--- config.mk ---
export PLATFORM = sky130hd
export DESIGN_NAME = diag_regbank
export DESIGN_NICKNAME = d
export VERILOG_FILES = /design/src/rtl/diag_pkg.sv /design/src/rtl/diag_xfer_fsm.sv /design/src/rtl/diag_ctrl_regs.sv /design/src/rtl/diag_chan_status.sv /design/src/rtl/diag_status_bank.sv /design/src/rtl/diag_regbank.sv
export SDC_FILE = /design/constraint.sdc
export NUM_CORES = 1
export LEC_CHECK = 0
export BUFFER_PORTS_ARGS = -buffer_cell sky130_fd_sc_hd__clkbuf_2
export CAP_MARGIN = 20
export CELL_PAD_IN_SITES_DETAIL_PLACEMENT = 0
export CELL_PAD_IN_SITES_GLOBAL_PLACEMENT = 1
export CORE_ASPECT_RATIO = 1.25
export CORE_UTILIZATION = 35
export DETAILED_ROUTE_END_ITERATION = 6
export GPL_TIMING_DRIVEN = 0
export PLACE_DENSITY_LB_ADDON = 0.1
export SYNTH_ARGS = -nofsm -noshare
export SYNTH_HDL_FRONTEND = slang
export SYNTH_SLANG_ARGS = --single-unit
--- constraint.sdc ---
create_clock -name clk -period 4.85 [get_ports clk]
set_input_delay 0.485 -clock clk [delete_from_list [all_inputs] [get_ports clk]]
set_output_delay 0.485 -clock clk [all_outputs]
set_load 0.005 [all_outputs]
--- src/rtl/diag_pkg.sv ---
package diag_pkg;

    localparam int NCH    = 2;
    localparam int BYTE_W = 8;
    localparam int NBYTES = 3;
    localparam int IDX_W  = $clog2(NBYTES + 1);
    localparam int EV_W   = 7;

    typedef enum logic [2:0] {
        ST_IDLE,
        ST_WR,
        ST_WR_SKIP,
        ST_RD,
        ST_RD_END
    } xfer_st_e;

    // channel status byte bit positions
    localparam int B_AC   = 7;
    localparam int B_GND  = 6;
    localparam int B_WARN = 5;
    localparam int B_DC   = 4;
    localparam int B_SUP  = 3;
    localparam int B_MARK = 2;
    localparam int B_OFF  = 1;
    localparam int B_LOAD = 0;

    localparam logic [BYTE_W-1:0] CLR_MASK =
        BYTE_W'((1 << B_GND) | (1 << B_SUP) | (1 << B_OFF) | (1 << B_LOAD));

    // per-channel event vector fields
    localparam int EV_AC   = 6;
    localparam int EV_GND  = 5;
    localparam int EV_SUP  = 4;
    localparam int EV_OFF  = 3;
    localparam int EV_LOAD = 2;
    localparam int EV_WARN = 1;
    localparam int EV_DC   = 0;

    // control bit positions
    localparam int C1_ACTIVE = 0;
    localparam int C1_DC_EN  = 1;
    localparam int C1_AC_EN  = 2;
    localparam int C2_MUTE   = 0;
    localparam int C3_DIS0   = 1;
    localparam int C3_SINGLE = 7;

    localparam int GLB_W = 2;

endpackage

--- src/rtl/diag_xfer_fsm.sv ---
module diag_xfer_fsm
    import diag_pkg::*;
#(
    parameter int NB = NBYTES
) (
    input  logic             clk,
    input  logic             rst_n,
    input  logic             i_start,
    input  logic             i_rd,
    input  logic             i_stop,
    input  logic             i_wr_valid,
    input  logic             i_rd_ready,
    output logic             o_wr_ready,
    output logic             o_rd_valid,
    output logic [IDX_W-1:0] o_idx,
    output logic             o_wr_en,
    output logic             o_snap,
    output logic             o_rd_done
);

    localparam logic [IDX_W-1:0] LAST = IDX_W'(NB - 1);

    xfer_st_e         state_q, state_d;
    logic [IDX_W-1:0] idx_q, idx_d;

    always_comb begin
        state_d = state_q;
        idx_d   = idx_q;
        if (i_start) begin
            state_d = i_rd ? ST_RD : ST_WR;
            idx_d   = '0;
        end else if (i_stop) begin
            state_d = ST_IDLE;
            idx_d   = '0;
        end else begin
            unique case (state_q)
                ST_IDLE:    ;
                ST_WR: begin
                    if (i_wr_valid) begin
                        if (idx_q == LAST) state_d = ST_WR_SKIP;
                        else               idx_d   = idx_q + 1'b1;
                    end
                end
                ST_WR_SKIP: ;
                ST_RD: begin
                    if (i_rd_ready) begin
                        if (idx_q == LAST) state_d = ST_RD_END;
                        else               idx_d   = idx_q + 1'b1;
                    end
                end
                ST_RD_END:  ;
                default: state_d = ST_IDLE;
            endcase
        end
    end

    always_ff @(posedge clk or negedge rst_n) begin
        if (!rst_n) begin
            state_q <= ST_IDLE;
            idx_q   <= '0;
        end else begin
            state_q <= state_d;
            idx_q   <= idx_d;
        end
    end

    always_comb begin
        o_wr_ready = 1'b0;
        o_rd_valid = 1'b0;
        o_wr_en    = 1'b0;
        o_rd_done  = 1'b0;
        unique case (state_q)
            ST_IDLE:    ;
            ST_WR: begin
                o_wr_ready = 1'b1;
                o_wr_en    = i_wr_valid;
            end
            ST_WR_SKIP: o_wr_ready = 1'b1;
            ST_RD:      o_rd_valid = 1'b1;
            ST_RD_END:  o_rd_done  = i_stop & ~i_start;
            default:    ;
        endcase
        o_snap = i_start & i_rd;
        o_idx  = idx_q;
    end


    rd_step_chk: assert property (@(posedge clk) disable iff (!rst_n)
        (o_rd_valid && i_rd_ready && !i_start && !i_stop && idx_q != LAST)
            |=> (idx_q == $past(idx_q) + 1'b1));


    wr_last_chk: assert property (@(posedge clk) disable iff (!rst_n)
        (o_wr_en && idx_q == LAST && !i_start && !i_stop)
            |=> (state_q == ST_WR_SKIP && o_wr_ready));


    rd_end_chk: assert property (@(posedge clk) disable iff (!rst_n)
        o_rd_done |-> (idx_q == LAST));

endmodule

--- src/rtl/diag_ctrl_regs.sv ---
module diag_ctrl_regs
    import diag_pkg::*;
(
    input  logic              clk,
    input  logic              rst_n,
    input  logic              i_wr_en,
    input  logic [IDX_W-1:0]  i_idx,
    input  logic [BYTE_W-1:0] i_data,
    output logic              o_active,
    output logic              o_muted,
    output logic [NCH-1:0]    o_ch_run,
    output logic              o_single,
    output logic              o_ac_det_en,
    output logic              o_dc_det_en
);

    logic [BYTE_W-1:0] ctrl_q [NBYTES];

    for (genvar r = 0; r < NBYTES; r++) begin : g_reg
        always_ff @(posedge clk or negedge rst_n) begin
            if (!rst_n)
                ctrl_q[r] <= '0;
            else if (i_wr_en && i_idx == IDX_W'(r))
                ctrl_q[r] <= i_data;
        end
    end

    logic run_base;

    always_comb begin
        o_active    = ctrl_q[0][C1_ACTIVE];
        o_dc_det_en = ctrl_q[0][C1_DC_EN];
        o_ac_det_en = ctrl_q[0][C1_AC_EN];
        o_muted     = o_active & ctrl_q[1][C2_MUTE];
        o_single    = ctrl_q[2][C3_SINGLE];
        run_base    = o_active & ~ctrl_q[1][C2_MUTE];
    end

    for (genvar c = 0; c < NCH; c++) begin : g_run
        if (c == 0) begin : g_first
            assign o_ch_run[c] = run_base & ~ctrl_q[2][C3_DIS0];
        end else begin : g_other
            assign o_ch_run[c] = run_base &
                (o_single ? ~ctrl_q[2][C3_DIS0] : ~ctrl_q[2][C3_DIS0 + c]);
        end
    end


    wr_first_chk: assert property (@(posedge clk) disable iff (!rst_n)
        (i_wr_en && i_idx == '0) |=> (ctrl_q[0] == $past(i_data)));


    wr_keep_chk: assert property (@(posedge clk) disable iff (!rst_n)
        !i_wr_en |=> (ctrl_q[2] == $past(ctrl_q[2])));

endmodule

--- src/rtl/diag_chan_status.sv ---
module diag_chan_status
    import diag_pkg::*;
(
    input  logic              clk,
    input  logic              rst_n,
    input  logic [EV_W-1:0]   i_evt,
    input  logic              i_ac_en,
    input  logic              i_clr,
    input  logic [BYTE_W-1:0] i_snap,
    output logic [BYTE_W-1:0] o_stat
);

    logic [BYTE_W-1:0] stat_q, stat_d, clr_m, set_v;
    logic              any_evt;

    always_comb begin
        clr_m           = i_clr ? (i_snap & CLR_MASK) : '0;
        set_v           = '0;
        set_v[B_GND]    = i_evt[EV_GND];
        set_v[B_SUP]    = i_evt[EV_SUP];
        set_v[B_OFF]    = i_evt[EV_OFF];
        set_v[B_LOAD]   = i_evt[EV_LOAD];
        any_evt         = |set_v;
        stat_d          = (stat_q & CLR_MASK & ~clr_m) | set_v;
        stat_d[B_AC]    = i_ac_en & (stat_q[B_AC] | i_evt[EV_AC]);
        stat_d[B_WARN]  = i_evt[EV_WARN];
        stat_d[B_DC]    = i_evt[EV_DC];
        stat_d[B_MARK]  = ~any_evt & (i_clr | stat_q[B_MARK]);
    end

    always_ff @(posedge clk or negedge rst_n) begin
        if (!rst_n) stat_q <= '0;
        else        stat_q <= stat_d;
    end

    assign o_stat = stat_q;


    ac_hold_chk: assert property (@(posedge clk) disable iff (!rst_n)
        !i_ac_en |=> !stat_q[B_AC]);


    sticky_chk: assert property (@(posedge clk) disable iff (!rst_n)
        !i_clr |=> ((stat_q & CLR_MASK & $past(stat_q)) == ($past(stat_q) & CLR_MASK)));


    mark_set_chk: assert property (@(posedge clk) disable iff (!rst_n)
        (i_clr && i_evt[EV_GND:EV_LOAD] == '0) |=> stat_q[B_MARK]);


    evt_wins_chk: assert property (@(posedge clk) disable iff (!rst_n)
        i_evt[EV_GND] |=> (stat_q[B_GND] && !stat_q[B_MARK]));

endmodule

--- src/rtl/diag_status_bank.sv ---
module diag_status_bank
    import diag_pkg::*;
(
    input  logic              clk,
    input  logic              rst_n,
    input  logic [NCH-1:0]    i_evt_gnd,
    input  logic [NCH-1:0]    i_evt_sup,
    input  logic [NCH-1:0]    i_evt_off,
    input  logic [NCH-1:0]    i_evt_load,
    input  logic [NCH-1:0]    i_evt_ac,
    input  logic [NCH-1:0]    i_lvl_warn,
    input  logic [NCH-1:0]    i_lvl_dc,
    input  logic              i_evt_tsd,
    input  logic              i_evt_uv,
    input  logic              i_ac_en,
    input  logic              i_single,
    input  logic              i_snap,
    input  logic              i_clr,
    input  logic [IDX_W-1:0]  i_idx,
    output logic [BYTE_W-1:0] o_rd_data
);

    logic [EV_W-1:0]   raw   [NCH];
    logic [EV_W-1:0]   eff   [NCH];
    logic [BYTE_W-1:0] stat  [NCH];
    logic [BYTE_W-1:0] snap_q[NBYTES];
    logic [EV_W-1:0]   merged;
    logic [GLB_W-1:0]  glb_q;

    always_comb begin
        for (int c = 0; c < NCH; c++) begin
            raw[c] = '0;
            raw[c][EV_AC]   = i_evt_ac[c];
            raw[c][EV_GND]  = i_evt_gnd[c];
            raw[c][EV_SUP]  = i_evt_sup[c];
            raw[c][EV_OFF]  = i_evt_off[c];
            raw[c][EV_LOAD] = i_evt_load[c];
            raw[c][EV_WARN] = i_lvl_warn[c];
            raw[c][EV_DC]   = i_lvl_dc[c];
        end
        merged = '0;
        for (int c = 1; c < NCH; c++) merged = merged | raw[c];
    end

    for (genvar c = 0; c < NCH; c++) begin : g_ch
        if (c == 0) begin : g_main
            assign eff[c] = raw[c] | (i_single ? merged : '0);
        end else begin : g_aux
            assign eff[c] = i_single ? '0 : raw[c];
        end

        diag_chan_status i_chan (
            .clk     (clk),
            .rst_n   (rst_n),
            .i_evt   (eff[c]),
            .i_ac_en (i_ac_en),
            .i_clr   (i_clr),
            .i_snap  (snap_q[c]),
            .o_stat  (stat[c])
        );
    end

    always_ff @(posedge clk or negedge rst_n) begin
        if (!rst_n)
            glb_q <= '0;
        else
            glb_q <= (glb_q & ~(i_clr ? snap_q[NCH][GLB_W-1:0] : '0)) |
                     {i_evt_uv, i_evt_tsd};
    end

    always_ff @(posedge clk or negedge rst_n) begin
        if (!rst_n) begin
            for (int b = 0; b < NBYTES; b++) snap_q[b] <= '0;
        end else if (i_snap) begin
            for (int c = 0; c < NCH; c++)
                snap_q[c] <= (c != 0 && i_single) ? '0 : stat[c];
            snap_q[NCH] <= BYTE_W'(glb_q);
        end
    end

    assign o_rd_data = (i_idx < IDX_W'(NBYTES)) ? snap_q[i_idx] : '0;


    single_zero_chk: assert property (@(posedge clk) disable iff (!rst_n)
        (i_snap && i_single) |=> (snap_q[1] == '0));


    glb_rsv_chk: assert property (@(posedge clk) disable iff (!rst_n)
        snap_q[NCH][BYTE_W-1:GLB_W] == '0);

endmodule

--- src/rtl/diag_regbank.sv ---
module diag_regbank
    import diag_pkg::*;
(
    input  logic        clk,
    input  logic        rst_n,
    input  logic        i_txn_start,
    input  logic        i_txn_rd,
    input  logic        i_txn_stop,
    input  logic        i_wr_valid,
    input  logic [7:0]  i_wr_data,
    output logic        o_wr_ready,
    output logic        o_rd_valid,
    output logic [7:0]  o_rd_data,
    input  logic        i_rd_ready,
    input  logic [1:0]  i_evt_gnd,
    input  logic [1:0]  i_evt_sup,
    input  logic [1:0]  i_evt_off,
    input  logic [1:0]  i_evt_load,
    input  logic [1:0]  i_evt_ac,
    input  logic [1:0]  i_lvl_warn,
    input  logic [1:0]  i_lvl_dc,
    input  logic        i_evt_tsd,
    input  logic        i_evt_uv,
    output logic        o_active,
    output logic        o_muted,
    output logic [1:0]  o_ch_run,
    output logic        o_single,
    output logic        o_ac_det_en,
    output logic        o_dc_det_en
);

    logic [IDX_W-1:0] idx;
    logic             wr_en, snap, rd_done;

    diag_xfer_fsm #(.NB(NBYTES)) i_fsm (
        .clk        (clk),
        .rst_n      (rst_n),
        .i_start    (i_txn_start),
        .i_rd       (i_txn_rd),
        .i_stop     (i_txn_stop),
        .i_wr_valid (i_wr_valid),
        .i_rd_ready (i_rd_ready),
        .o_wr_ready (o_wr_ready),
        .o_rd_valid (o_rd_valid),
        .o_idx      (idx),
        .o_wr_en    (wr_en),
        .o_snap     (snap),
        .o_rd_done  (rd_done)
    );

    diag_ctrl_regs i_ctrl (
        .clk         (clk),
        .rst_n       (rst_n),
        .i_wr_en     (wr_en),
        .i_idx       (idx),
        .i_data      (i_wr_data),
        .o_active    (o_active),
        .o_muted     (o_muted),
        .o_ch_run    (o_ch_run),
        .o_single    (o_single),
        .o_ac_det_en (o_ac_det_en),
        .o_dc_det_en (o_dc_det_en)
    );

    diag_status_bank i_stat (
        .clk        (clk),
        .rst_n      (rst_n),
        .i_evt_gnd  (i_evt_gnd),
        .i_evt_sup  (i_evt_sup),
        .i_evt_off  (i_evt_off),
        .i_evt_load (i_evt_load),
        .i_evt_ac   (i_evt_ac),
        .i_lvl_warn (i_lvl_warn),
        .i_lvl_dc   (i_lvl_dc),
        .i_evt_tsd  (i_evt_tsd),
        .i_evt_uv   (i_evt_uv),
        .i_ac_en    (o_ac_det_en),
        .i_single   (o_single),
        .i_snap     (snap),
        .i_clr      (rd_done),
        .i_idx      (idx),
        .o_rd_data  (o_rd_data)
    );


    mute_act_chk: assert property (@(posedge clk) disable iff (!rst_n)
        o_muted |-> (o_active && o_ch_run == '0));


    idle_hs_chk: assert property (@(posedge clk) disable iff (!rst_n)
        $past(i_txn_stop) && !$past(i_txn_start) |-> (!o_wr_ready && !o_rd_valid));

endmodule

Word level (Yosys, flattened, before mapping)
Cells that the tools add are included.
- flip-flop bits (word level): 53
- input bits: 31
- output and inout bits: 17
- word-level logic and storage cells: 97
- add/subtract/negate cells: 1
- $lt $le $gt $ge: 2
- equal/unequal tests: 11
- multiplexer cells: 29
- bitwise operators: 31
- reductions and logical operators: 12
- operators with widths (operator ; number):
    $mux W8 ; 4
    $mux W7 ; 4
    $or A7 B7 Y7 ; 3
    $mux W3 ; 6
    $bmux W8 S2 ; 1
    $and A7 B7 Y7 ; 2
    $mux W2 ; 7
    $not A7 Y7 ; 2
    $and A1 B1 Y1 ; 10
    $pmux W3 S3 ; 1
    $ne A4 B3 Y1 const B ; 2
    $ne A4 B4 Y1 const B ; 2
    $reduce_or A4 Y1 ; 2
    $eq A3 B2 Y1 const B ; 2
    $not A1 Y1 ; 6
    $mux W1 ; 5
    $reduce_and A5 Y1 ; 1
    $or A1 B1 Y1 ; 4
    $pmux W2 S2 ; 1
    $reduce_bool A4 Y1 ; 1
    $eq A3 B1 Y1 const B ; 1
    $eq A3 B3 Y1 const B ; 1
    $ge A3 B3 Y1 const B ; 1
    $logic_and A1 B1 Y1 ; 3
    14 further kinds ; 14

Longest topological paths before layout
- depth in word-level cells: 7
- mapped depth: 6

Hierarchy
From an unflattened synthesis, not the netlist that was laid out.
- cell total of the unflattened synthesis: 193
- area total of the unflattened synthesis: 2268.4 um^2
- modules (own cells, without submodules) (module ; times used ; cells each ; area an instance (um^2)):
    diag_status_bank ; 1 ; 96 ; 1062.3
    diag_chan_status ; 2 ; 19 ; 274.0
    diag_xfer_fsm ; 1 ; 37 ; 346.6
    diag_ctrl_regs ; 1 ; 22 ; 311.5

Least setup slack after synthesis
OpenSTA, ideal clock, no wires.
- path type: register -> output
- start: reg i_fsm.idx_q[0], in the netlist i_fsm.o_idx[0]
- end: out o_rd_data[2]
- arrival: 1.139 ns
- slack: 3.226 ns
- stages on the path, launching flop included: 5
- path buffers: 1
- path through: dfrtp_1 -> ha_1 -> or2_2 -> clkbuf_1 -> nor2_1
- longest elaborated chain between the ends: 5
- elaborated cells between the ends (all ways): 6
- classes of those cells: 1 x order compare; 4 x mux; 1 x bitwise
- ends and longest elaborated chain (element ; line ; source):
    start, declared ; diag_xfer_fsm.sv:24 ; logic [IDX_W-1:0] idx_q, idx_d;
    start signal, assigned ; diag_xfer_fsm.sv:63 ; idx_q <= idx_d;
    $not A2 Y3 (not written as such) ; diag_status_bank.sv:81 ; assign o_rd_data = (i_idx < IDX_W'(NBYTES)) ? snap_q[i_idx] : '0;
    $bmux W8 S2 ; diag_status_bank.sv:81 ;
    $mux W8 (not written as such) (2 in series) ; diag_status_bank.sv:81 ;
    $mux W8 * ; diag_status_bank.sv:81 ;
    end, declared ; diag_regbank.sv:13 ; output logic [7:0] o_rd_data,
Every way passes the cells marked *; elsewhere a longest branch is shown, timed or not. The select of a mux whose other input is x is not followed.

Worst setup path in the final report
- start: reg i_fsm.idx_q[1], in the netlist i_fsm.o_idx[1]
- end: out o_rd_data[7]
Same word-level chain as after synthesis.

==> results.cfg <==
[detailed_routing]
wirelength_um = 4870
avgViaCountPerCell = 4.77
ant_nets = 0
num_vias = 1651
wl_per_cell_um = 14.1
remaining_drc_errors = 0
firstDrtPassIters = 4
drt-initial-drc-count = 65

[timing]
tns_ns = 0
fin_skew_ns = 0.00468
setup_viol = 0
fin_crit_sh = 0.448
hold_viol = 0
tightestPinTransition_ns = 0.760
relSlewSlack = 0.492
fin_crit_ns = 2.17
final-max-slew-violation-count = 0
rsz0062_at_grt = false
fmax_ghz = 0.460

[clock_tree]
clk_latency_ns = 0.30
clockBufferDepth = 2
cts-resized-gates = 0
cts_buffers = 5
numClockSinks = 48
hold_buffers = 0
htree_levels = 2
cts_setup_buffers = 0
tritoncts = done
root_buffer = clkbuf_8
clk_pin_slew_worst_paths_ns = 0.09

[global_routing]
overflow = 0
antenna_found_initial = 0
grt_max_degree = 29
grt_pass1_vias = 1667
grt_use_total = 0.163
grt_pass1_wl_um = 8290

[setup_path]
arrival_ns = 1.69
crit_buf_inv = 2
cp.depth = 5
startpoint_type = flop
path_delay_family = flip-flops
crit_chain = ha_1, or2_2, clkbuf_1, nor2_1, clkbuf_2
path_class = reg -> out
cp_max_fo = 6
cpMaxStageDelayCell = dfrtp_1
worstPathRequired_ns = 4.37
cp_slowest_stage_delay_ns = 0.45
cp-end-kind = output pin
reg2regPathDepth = 5

[synth]
synth-xor-area-share = 0.00393
synthCells = 209
synthTopCellsByArea = dfrtp_1 54%, mux2_2 8.1%, nand2_1 5.7%, o21ai_0 3.8%, mux2i_1 3.6%
synth-adder-area-share = 0.0225
ys_seq_area_frac = 0.539
yosysUniqueCellTypes = 34
ys_seq_elements = 48
synth_top_family_by_area = simple AND/OR/NAND/NOR gates
synth_nets = 244
synth.largest_area_cell = dfrtp_1
synth_compound_area_frac = 0.119
synthMuxAreaShare = 0.117
syn_area_um2 = 2230
yosysWarnings = 0
synthSimpleGateAreaFrac = 0.161
syn_avg_cell_area_um2 = 10.7
synth_top_area_share = 0.539

[cells_and_area]
final_layout_size_suffix_gt1_frac = 0.287
stdcell_area_um2 = 2660
nets = 295
antenna_cells = 0
fillers = 662
synthToLayoutAreaGrowth_pct = 19.4
final_core_util = 0.431

[floorplanning]
dieArea_um2 = 6690
io_pins = 48
die_x_um = 73.4
floorplan.rows = 32
start_util = 0.361
core_um2 = 6170
fp.dieH_um = 91.2

[power]
power_leakage_nw = 1.28
power_density_nw_per_um2 = 320
ir_worst_vdd_v = 0.000123

[place]
io_buffers = 43
routabilityCongestion = 0.714
post-dp-hpwl_um = 3620
placed_area_um2 = 2570

[hold_path]
hp-class = in -> async

[flow_run]
cap_viol_max_count = 0

[outcome]
outcome = finished, final reports clean
## layer usage
metal | vias up | wire (µm) | track usage
met4 | 0 | 70 | 0.0481
met1 | 797 | 2250 | 0.213
met3 | 6 | 126 | 0.0289
li1 | 824 | - | -
met2 | 24 | 2420 | 0.272
met5 | - | 0 | 0
## cell families after synthesis
kind of cell | count (synthesis)
AND/OR/NAND/NOR | 71
flip-flops | 48
AO/OA/AOI/OAI | 39
multiplexers | 24
buffers and inverters | 22
adder cells (fa/ha/maj) | 4
XOR/XNOR | 1
## where the power goes
part	internal (mW)	switching, mW
combinational	0.0729	0.0728
sequential	0.435	0.0232
clock	0.117	0.130
## per-stage QoR
step	std cells	setup WS, ns	hold slack, ns	total power [mW]
after floorplan	209	3.23	0.189	0.543
after global placement	337	3.01	0.461	0.612
after detailed placement	338	3.00	0.469	0.617
after CTS	346	2.67	0.181	0.865
after global routing	346	2.60	0.194	0.902
final	346	2.68	0.169	0.851
## synth_stat cells
cell	n
or4b_4	1
nand2b_4	1
inv_1	14
nand2_1	34
nor2b_1	9
or3b_1	1
nand3_1	1
clkbuf_1	6
o221a_2	1
a31oi_1	2
o22a_1	1
ha_1	4
a221oi_1	4
a21oi_1	3
and4bb_2	1
nor3_1	2
nor4b_2	1
xnor2_1	1
buf_2	2
mux2i_1	8
a21o_1	2
and2_1	2
nor2_1	12
a32oi_1	1
nor4_1	2
nand2b_1	2
or2_2	2
a311oi_1	1
a211oi_1	2
mux2_2	16
dfrtp_1	48
a221o_1	4
o21ai_0	17
o32a_1	1
## cells in the final DEF, fill, tap and decap left out, types with 6 or more instances in the layout
| cell type | netlist | layout |
|---|---|---|
| clkbuf_1 | 6 | 8 |
| clkbuf_2 | 0 | 43 |
| clkbuf_8 | 0 | 6 |
| dfrtp_1 | 48 | 48 |
| inv_1 | 14 | 14 |
| mux2_2 | 16 | 16 |
| mux2i_1 | 8 | 8 |
| nand2_1 | 34 | 34 |
| nor2_1 | 12 | 12 |
| nor2b_1 | 9 | 9 |
| o21ai_0 | 17 | 17 |
## cell type report
cell class | instances | area, µm² | share of cell area
Multi-Input combinational cell | 139 | 942 | 0.354
Inverter | 14 | 52.6 | 0.0198
Clock buffer | 8 | 90.1 | 0.0339
Timing Repair Buffer | 44 | 235 | 0.0884
Tap cell | 85 | 106 | 0.0400
Sequential cell | 48 | 1200 | 0.452
Buffer | 8 | 32.5 | 0.0122
## worst register-to-register path, cell delays in order (launching register included)
cell,delay [ns]
dfrtp_1,0.41
buf_2,0.31
inv_1,0.13
ha_1,0.29
or3b_1,0.45
mux2i_1,0.14
## path summary, 6_finish.rpt
check / start / slack (ns) / end
min in group clk: i_lvl_dc[0] / 0.37 / i_stat.g_ch[0].i_chan.o_stat[4]
setup / recovery: i_fsm.o_idx[1] / 2.68 / o_rd_data[7]
max in group asynchronous: rst_n / 4.13 / i_stat.g_ch[0].i_chan.o_stat[6]
hold reg to reg: i_stat.g_ch[0].i_chan.o_stat[5] / 0.48 / i_stat.snap_q[21]
setup reg to reg: i_fsm.o_idx[0] / 3.02 / i_fsm.o_idx[0]
hold / removal: rst_n / 0.17 / i_ctrl.o_single
## state kept, by name, indices dropped and copies added (netlist names)
register,count
i_stat.g_ch.i_chan.o_stat,16
i_ctrl.o_dc_det_en,1
i_ctrl.o_active,1
i_fsm.o_idx,2
i_stat.glb_q,2
i_ctrl.o_ac_det_en,1
i_ctrl.ctrl_q,3
i_stat.snap_q,18
i_fsm.state_q,3
i_ctrl.o_single,1
(Power assumes the default switching activity.)
